### src/rtl/eprom_pkg.sv
package eprom_pkg;

    // Identifier payloads without their parity bit; bit 7 is computed.
    localparam logic [6:0] MFG_PAYLOAD = 7'h17;
    localparam logic [6:0] DEV_PAYLOAD = 7'h05;

    // Address bits with a fixed meaning in identifier mode.
    localparam int ID_SEL_BIT = 0;
    localparam int ID_HV_BIT  = 9;

    typedef enum logic [2:0] {
        MD_STANDBY,
        MD_READ,
        MD_OUTDIS,
        MD_PROG,
        MD_INHIBIT,
        MD_IDENT
    } mode_e;

    typedef struct packed {
        logic [7:0] data;
        logic       drive;
        logic       err;
        logic       ce_prev;
    } out_state_t;

endpackage

### src/rtl/eprom_mode_dec.sv
module eprom_mode_dec
    import eprom_pkg::*;
#(
    parameter int ADDR_W = 16
) (
    input  logic              ce_n,
    input  logic              oe_n,
    input  logic              vpp_hi,
    input  logic              id_hv,
    input  logic [ADDR_W-1:0] addr,
    output mode_e             mode,
    output logic              id_sel,
    output logic              id_bad
);
    logic [ADDR_W-1:0] stray_mask;

    // Every address bit except the selector and the high-voltage bit.
    always_comb begin
        stray_mask = '1;
        stray_mask[ID_SEL_BIT] = 1'b0;
        if (ADDR_W > ID_HV_BIT) begin
            stray_mask[ID_HV_BIT % ADDR_W] = 1'b0;
        end
    end

    always_comb begin
        if (vpp_hi) begin
            mode = ce_n ? MD_INHIBIT : MD_PROG;
        end else if (ce_n) begin
            mode = MD_STANDBY;
        end else if (oe_n) begin
            mode = MD_OUTDIS;
        end else if (id_hv) begin
            mode = MD_IDENT;
        end else begin
            mode = MD_READ;
        end
    end

    assign id_sel = addr[ID_SEL_BIT];
    assign id_bad = |(addr & stray_mask);
endmodule

### config.mk
export PLATFORM = sky130hd
export DESIGN_NAME = eprom_mode_dec
export DESIGN_NICKNAME = d
export VERILOG_FILES = /design/src/rtl/eprom_pkg.sv /design/src/rtl/eprom_mode_dec.sv
export SDC_FILE = /design/constraint.sdc
export NUM_CORES = 1
export LEC_CHECK = 0
export ABC_AREA = 1
export CORE_AREA = 5 5 42 44
export DETAILED_ROUTE_END_ITERATION = 16
export DIE_AREA = 0 0 47 49
export GPL_ROUTABILITY_DRIVEN = 0
export GPL_TIMING_DRIVEN = 1
export PLACE_DENSITY_LB_ADDON = 0.05
export SYNTH_ARGS = -nofsm -noshare
export SYNTH_HDL_FRONTEND = slang
export SYNTH_SLANG_ARGS = --single-unit
### constraint.sdc
create_clock -name vclk -period 0.8
set_input_delay 0.16 -clock vclk [all_inputs]
set_output_delay 0.16 -clock vclk [all_outputs]
set_load 0.02 [all_outputs]
[Word level (Yosys, flattened, before mapping)]
Cells that the tools add are included.
Word-level totals
  flip-flop bits (word level): 0
  bits of input ports: 20
  output and inout port bits: 5
  word-level logic and storage cells: 6
Operators by class
  multiplexer cells: 5
  reductions and logical operators: 1
Operators with widths (count)
  $mux W3: 5
  $reduce_or A14 Y1: 1

[Logic depth before layout (Yosys ltp)]
Gate-level depths: netlist (run 1).
  depth after elaboration: 4
  mapped depth: 4
  depth with buffers taken out: 4

[Least setup slack after synthesis (run 1)]
OpenSTA, ideal clock, no wires.
  path kind: input to output
  start point: input oe_n
  end point: output mode[2]
  arrival: 0.753 ns
  required time: 0.640 ns
  path slack: -0.113 ns
  stages: 3
  path buffers: 0
  cell sequence: inv_1 -> nand3_1 -> o21ai_0
Between the ends
  longest elaborated chain between the ends: 3
RTL lines
  start, declared: RTL line eprom_mode_dec.sv:7  | input logic oe_n,
  $mux W3: RTL line eprom_mode_dec.sv:31  | end else if (oe_n) begin
  $mux W3: RTL line eprom_mode_dec.sv:29  | end else if (ce_n) begin
  $mux W3: RTL line eprom_mode_dec.sv:27  | if (vpp_hi) begin
  end, declared: RTL line eprom_mode_dec.sv:11  | output mode_e mode,
No other way between the ends.

[Worst setup path after layout (run 1)]
  start point: input addr[1]
  end point: output id_bad
Between the ends
  longest elaborated chain between the ends: 1
RTL lines
  start, declared: RTL line eprom_mode_dec.sv:10  | input logic [ADDR_W-1:0] addr,
  $reduce_or A14 Y1: RTL line eprom_mode_dec.sv:41  | assign id_bad = |(addr & stray_mask);
  end, declared: RTL line eprom_mode_dec.sv:13  | output logic id_bad
No other way between the ends.

==> metrics.md, run 1 <==
| Metric | Value |
|---|---|
| Status | `finished, violations left` |
| Failing checks | `negative setup slack` |
| Sequential share of the synthesized area | `0%` |
| Commonest non-fill, non-tap cell in the layout | `buf_2` |
| Yosys cell types | `8` |
| Fmax achieved | `1.11 GHz` |
| Syn_nets | `42` |
| Register share of total power | `0%` |
| Router iterations before antenna repair | `2` |
| End of the worst hold path | `id_sel` |
| Sw power | `0.0514 mW` |
| Synthesized netlist cell count | `22` |
| Die Height | `49 um` |
| Initial DRC Count | `5` |
| Final period util | `112%` |
| Total core area | `1400 sq um` |
| Postcts setup bufs | `0` |
| Multi-input logic area | `87.6 sq um` |
| Largest net degree at the start of global routing | `5` |
| WL per Instance | `9.66 um` |
| WP data required | `0.64 ns` |
| Synthesized area | `93.8 sq um` |
| Crit end category | `primary output` |
| Rel. slew slack | `92.7%` |
| Critical path cell sequence | `buf_6 -> or2_1 -> nor2_1 -> nand2_1 -> buf_6` |
| Vias in the first global route | `183` |
| # fillers | `172` |
| Starting Density | `6.70%` |
| Post-synthesis to final-layout area growth | `195%` |
| Initial antenna violation count | `0` |
| Clkbuf count | `0` |
| Worst hold path class | `in2out` |
| RSZ-0062 raised after global routing | `yes` |
| First-pass GRT wire length | `683 um` |
| Clock share of power | `0%` |
| Routed Antenna Nets | `0` |
| Max_cap viols | `0` |
| Die footprint | `2300 sq um` |
| Biggest cell delay along the critical path | `0.22 ns` |
| Final Net Count | `65` |
| DP HPWL | `492 um` |
| Family with the most delay on the worst path | `simple AND/OR/NAND/NOR gates` |
| Pwr Total | `0.123 mW` |
| Gate power share | `100.0%` |
| Fraction of layout cells with a size suffix above 1 | `65.1%` |
| Commonest cells after routing, fill and taps aside | `buf_2, nor2_1, buf_6` |
| Seq cells | `0` |
| P per Cell Area | `445 nW/um^2` |
| Worst Max-Slew Pin Slew | `0.109 ns` |
| Startpoint Class | `input port` |
| Worst Setup SP | `addr[1]` |
| Vias per cell | `3.42` |
| Slowest cell on crit path | `or2_1` |
| Setup CP Type | `in2out` |
| Setup ws final | `-0.0970 ns` |
| Routed vias | `202` |
| Final Instance Count excl. Fillers | `59` |
| Storage element area | `0 sq um` |
| Slew Viols, Final | `0` |
| Io pins | `25` |
| Worst Hold Launch | `addr[0]` |
| GRT Total Usage | `3.72%` |
| Worst vdd ir | `115 uV` |
| Critical Path Most Common Cell | `buf_6` |
| Synthesis warning total | `0` |
| Hold path depth | `0` |
| Sw frac | `41.8%` |
| Tmin final | `0.897 ns` |
| Int Power | `0.0715 mW` |
| Worst path bufs/invs | `2` |
| Worst Path Arrival | `0.74 ns` |
| Fin. Hold Viols | `0` |
| Drt total wl | `570 um` |
| Die X | `47 um` |
| Ant diodes | `0` |
| Port Buffers | `22` |
| Syn_area_per_cell | `4.27 sq um` |
| Cells after DPL | `59` |
| Critical Path Fanout Max | `1` |
| Drt drc | `0` |
| Pleak | `0.142 nW` |
| Total gr overflow | `0` |
| Final setup violation count | `2` |
| Row count | `14` |
==> routing by layer <==
layer | global-route usage (%) | routed length, um
met5 | 0 | 0
met4 | 0 | 0
met3 | 1.11 | 175
met2 | 7.24 | 189
met1 | 3.91 | 205
==> cell type report <==
class                           count  area share [%]
Inverter                            3            4.98
Multi-Input combinational cell     18            31.7
Tap cell                           16            7.24
Timing Repair Buffer               22            56.1
==> stage by stage <==
stage | setup TNS [ns] | cell area, sq um | util, % | setup slack, ns | hold WS, ns
floorplan | 0 | 93.8 | - | 0.0372 | 0.397
global placement | -3.28 | 327 | 23.3 | -0.840 | 0.320
detailed placement | -3.31 | 327 | 23.3 | -0.852 | 0.320
CTS | -0.0991 | 273 | 19.5 | -0.0991 | 0.320
global route | -0.146 | 277 | 19.7 | -0.116 | 0.320
finish | -0.0976 | 277 | 19.7 | -0.0970 | 0.320
==> what timing repair did <==
| item | 4_1_cts | 5_1_grt |
|---|---|---|
| gates resized for setup | 91 | 1 |
| setup endpoints to repair | 4 | 3 |
| pin swaps | 17 | 2 |
| hold buffers | 0 | 0 |
| gates cloned | 0 | 0 |
==> synthesized netlist by cell type <==
| master | n | area, sq um |
|---|---|---|
| a21oi_1 | 2 | 10.0 |
| nand3_1 | 1 | 5.00 |
| inv_1 | 3 | 11.3 |
| o21ai_0 | 1 | 5.00 |
| or2_1 | 1 | 6.26 |
| buf_4 | 1 | 7.51 |
| nand2_1 | 5 | 18.8 |
| nor2_1 | 8 | 30.0 |
==> power by group through the flow <==
stage	clock network [mW]	logic, mW	registers (mW)
after floorplan	0	0.0418	0
after global placement	0	0.145	0
after detailed placement	0	0.146	0
after CTS	0	0.121	0
after global routing	0	0.131	0
final	0	0.123	0
==> how the worst max path moves through the flow <==
stage,end,slack (ns),cells past startpoint
finish,id_bad,-0.1,5
global route,id_bad,-0.12,5
CTS,id_bad,-0.1,5
detailed placement,mode[2],-0.85,5
global placement,mode[2],-0.84,5
floorplan,mode[2],0.04,3
==> cell families after synthesis <==
| family | synth area share (%) |
|---|---|
| buffers and inverters | 20.0 |
| AOI/OAI and AO/OA | 16.0 |
| and+or+nand+nor | 64.0 |
No activity file was read; power rests on OpenSTA's default activity.
==> run 2, diff against run 1 <==
ABC_AREA = not set   (was 1)
SLEW_MARGIN = 20   (was not set)
clock period = 0.95 ns   (was 0.8 ns; I/O delays follow)
==> run 2 against run 1 <==
Sequential share of layout area is the same. Cell count decreased by 17%. Critical endpoint unchanged. Final area increased by 3.2%. Synthesized area fell by 28%. Count of clock-buffer cells in the layout stayed put. Total power fell by 13%. Flip-flop and latch count unchanged. Utilization is 0.63 points higher. Critical path type unchanged. Hold slack better by 0.060 ns. Critical path depth decreased by 1. The flow still finishes with violations (negative setup slack). Largest cell class unchanged.
==> metrics.md, run 2 <==
| Metric | Value |
|---|---|
| Status | `finished, violations left` |
| Failing checks | `negative setup slack` |
| Die footprint | `2300 sq um` |
| Yosys top cell area share | `27.8%` |
| Fin util | `20.4%` |
| RSZ-0062 raised after global routing | `yes` |
| Total core area | `1400 sq um` |
| Sequential share of the synthesized area | `0%` |
| Largest net degree at the start of global routing | `5` |
| Commonest non-fill, non-tap cell in the layout | `buf_2` |
| Top cells by count, synth | `nor2_1, nor4_1` |
| Routed vias | `190` |
| Storage element area | `0 sq um` |
| Drt total wl | `542 um` |
| Fmax achieved | `0.997 GHz` |
| GRT Total Usage | `4.07%` |
| Setup CP Type | `in2out` |
| Drt drc | `0` |
| # fillers | `164` |
| Vias per cell | `3.88` |
| Syn_area_per_cell | `5.63 sq um` |
| Die Height | `49 um` |
| Fin. Hold Viols | `0` |
| Synthesis warning total | `0` |
| Critical Path Fanout Max | `1` |
| Row count | `14` |
| Worst Path Arrival | `0.81 ns` |
| Setup ws final | `-0.0532 ns` |
| Ant diodes | `0` |
| Rel. slew slack | `86.8%` |
| Port Buffers | `22` |
| Final Net Count | `55` |
| Worst Max-Slew Pin Slew | `0.196 ns` |
| Seq cells | `0` |
| Synthesized area | `67.6 sq um` |
| Startpoint Class | `input port` |
| Crit end category | `primary output` |
| Io pins | `25` |
| Worst vdd ir | `93.2 uV` |
| Commonest cells after routing, fill and taps aside | `buf_2, buf_6, clkdlybuf4s15_1` |
| Vias in the first global route | `218` |
| Final period util | `106%` |
| Synthesized netlist cell count | `12` |
| Starting Density | `4.82%` |
| Post-synthesis to final-layout area growth | `322%` |
| WP data required | `0.76 ns` |
| First-pass GRT wire length | `731 um` |
| WL per Instance | `11.1 um` |
| Tmin final | `1.00 ns` |
| Synth area leader | `nor4_1` |
| P per Cell Area | `375 nW/um^2` |
| Routed Antenna Nets | `0` |
| Final instance area | `285 sq um` |
| Syn_nets | `32` |
| Worst hold slack | `0.380 ns` |
| Final setup violation count | `1` |
| Total gr overflow | `0` |
| Worst hold path class | `in2out` |
| Clkbuf count | `0` |
| Initial antenna violation count | `0` |
| Max_cap viols | `0` |
| Fraction of layout cells with a size suffix above 1 | `63.6%` |
| Yosys cell types | `8` |
| Cell Area, Placed | `300 sq um` |
| Die X | `47 um` |
| Router iterations before antenna repair | `1` |
| Initial DRC Count | `0` |
| Slew Viols, Final | `0` |
| Top cells by area, synth | `nor4_1, nor2_1, a22o_1, buf_4, nand4_1` |
| Pleak | `0.128 nW` |
| Postcts setup bufs | `0` |
run 2: layout make-up:
class	count	area (sq um)	area share (%)
Timing Repair Buffer	22	175	61.4
Multi-Input combinational cell	10	86.3	30.3
Tap cell	16	20.0	7.02
Inverter	1	3.75	1.32
run 2: timing repair:
item | in CTS | in global routing
pin swaps | 7 | 0
gates resized for setup | 80 | 0
setup endpoints to repair | 4 | 1
hold buffers | 0 | 0
run 2: final timing paths:
check | start | endpoint | cells past startpoint
worst min-delay path | addr[0] | id_sel | 0
worst max-delay path | addr[3] | id_bad | 4
run 2: where the power goes:
group	internal [mW]	switching, mW
clock	0	0
sequential	0	0
combinational	0.0642	0.0427
total	0.0642	0.0427
run 2: through the flow:
stage | setup slack (ns) | total power, mW | instances | TNS, ns
after floorplan | 0.0595 | 0.0300 | 12 | 0
after global placement | -0.847 | 0.119 | 49 | -3.04
after detailed placement | -0.811 | 0.120 | 49 | -3.08
after CTS | -0.0685 | 0.109 | 49 | -0.0685
after global routing | -0.0999 | 0.114 | 49 | -0.0999
final | -0.0532 | 0.107 | 49 | -0.0532
run 2: cell families (layout without fill, tap and decap cells):
group / count (synthesis) / count (layout) / share of synthesized area, %
AND/OR/NAND/NOR: 8 / 8 / 63.0
buffers and inverters: 2 / 23 / 16.7
AO/OA/AOI/OAI: 2 / 2 / 20.4
run 2: routing by layer:
layer	part of all wire [%]	track usage [%]	up-vias
li1	-	-	87
met1	21	2.61	80
met2	54	9.73	23
met3	24	1.11	0
met4	0	0	0
met5	0	0	-
run 2: worst max-delay path, stage by stage:
cell,delay (ns)
buf_6,0.09
nor4_2,0.25
nand4_1,0.11
buf_4,0.17
==> run 3, diff against run 2 <==
CORE_AREA = 2 2 39 41   (was 5 5 42 44)
DIE_AREA = 0 0 41 43   (was 0 0 47 49)
GPL_TIMING_DRIVEN = 0   (was 1)
==> run 3 against run 2 <==
The run still ends with negative setup slack left. Via count up 2.1%. Non-clock buffer count up 2. Die area down 23%. Highest routed layer unchanged.
==> metrics.md, run 3 (synthesis gave the netlist of run 2 again) <==
| Metric | Value |
|---|---|
| Critical Path Fanout Max | `1` |
| Commonest cells after routing, fill and taps aside | `buf_2, buf_6, nor4_4, dlygate4sd2_1` |
| Vias in the first global route | `174` |
| Post-synthesis to final-layout area growth | `367%` |
| Routed vias | `194` |
| Setup CP Type | `in2out` |
| Worst Path Arrival | `0.83 ns` |
| Largest net degree at the start of global routing | `5` |
| Place WS | `-0.823 ns` |
| Final setup violation count | `1` |
| Register share of total power | `0%` |
| Fmax achieved | `0.984 GHz` |
| Worst hold path class | `in2out` |
| Final Net Count | `57` |
| Max_cap viols | `0` |
| Gate power share | `100.0%` |
| Ant diodes | `0` |
| Starting Density | `4.88%` |
| Hold path depth | `3` |
| Drt drc | `0` |
| DP HPWL | `382 um` |
| Total core area | `1380 sq um` |
| Clock share of power | `0%` |
| Pwr Total | `0.122 mW` |
| Clkbuf count | `0` |
| WP data required | `0.76 ns` |
| Fraction of layout cells with a size suffix above 1 | `68.6%` |
| Slew Viols, Final | `0` |
| Sw power | `0.0534 mW` |
| Cell Area, Placed | `318 sq um` |
| Setup ws final | `-0.0662 ns` |
| Commonest non-fill, non-tap cell in the layout | `buf_2` |
| Storage element area | `0 sq um` |
| Initial antenna violation count | `0` |
| GRT Total Usage | `4.70%` |
| Io pins | `25` |
| Fin. Hold Viols | `0` |
| Routed Antenna Nets | `0` |
| Failing checks | `negative setup slack` |
| Router iterations before antenna repair | `1` |
| Status | `finished, violations left` |
| Cells after DPL | `51` |
| Final period util | `107%` |
| Worst Max-Slew Pin Slew | `0.188 ns` |
| Rel. slew slack | `87.4%` |
| Die X | `41 um` |
| Row count | `14` |
| Startpoint Class | `input port` |
| Total gr overflow | `0` |
| Cts hold-fix bufs | `0` |
| Worst vdd ir | `105 uV` |
| Int Power | `0.0682 mW` |
| Final instance area | `315 sq um` |
| RSZ-0062 raised after global routing | `yes` |
| Pleak | `0.143 nW` |
| First-pass GRT wire length | `634 um` |
| Drt total wl | `446 um` |
| WL per Instance | `8.75 um` |
| P per Cell Area | `386 nW/um^2` |
| Fin Setup TNS | `-0.0662 ns` |
| Seq cells | `0` |
| Port Buffers | `23` |
| Tmin final | `1.02 ns` |
| Vias per cell | `3.80` |
| Die footprint | `1760 sq um` |
| Final Instance Count excl. Fillers | `51` |
| Initial DRC Count | `0` |
| Sw frac | `43.9%` |
| Crit end category | `primary output` |
| Die Height | `43 um` |
| # fillers | `170` |
## run 3: cell type report
type / instances / area, sq um / area share [%]
buffer: 1 / 7.51 / 2.38
inverter: 1 / 3.75 / 1.19
multi-input combinational: 10 / 109 / 34.5
tap: 16 / 20.0 / 6.35
timing repair buffer: 23 / 175 / 55.6
## run 3: layer usage
metal,track usage [%],wire length [um],vias to the layer above
li1,-,-,91
met1,5.38,152,80
met2,8.44,184,23
met3,1.57,109,0
met4,0,0,0
met5,0,0,-
## run 3: power groups by stage
stage / Clock (mW) / Combinational (mW) / Sequential [mW]
2_1_floorplan: 0 / 0.0300 / 0
3_3_place_gp: 0 / 0.127 / 0
3_5_place_dp: 0 / 0.128 / 0
4_1_cts: 0 / 0.118 / 0
5_1_grt: 0 / 0.129 / 0
6_report: 0 / 0.122 / 0
## run 3: timing repair
| action | CTS | global route |
|---|---|---|
| hold endpoints to repair | 0 | 0 |
| gates resized for setup | 83 | 7 |
| gates cloned | 0 | 0 |
| pin swaps | 7 | 3 |
| setup endpoints to repair | 5 | 2 |
| setup buffers | 0 | 0 |
## run 3: stage by stage
step,util (%),hold slack (ns)
floorplan,-,0.457
global placement,23.0,1.01
detailed placement,23.0,1.01
CTS,22.2,0.683
global route,22.8,0.690
finish,22.8,0.679
## run 3: final timing paths
| path | start | end | slack, ns |
|---|---|---|---|
| worst min-delay path | ce_n | mode[1] | 0.68 |
| worst max-delay path | addr[7] | id_bad | -0.07 |
## run 3: worst max-delay path: stages
cell	delay [ns]
buf_6	0.09
nor4_4	0.25
nand4_1	0.13
buf_6	0.15
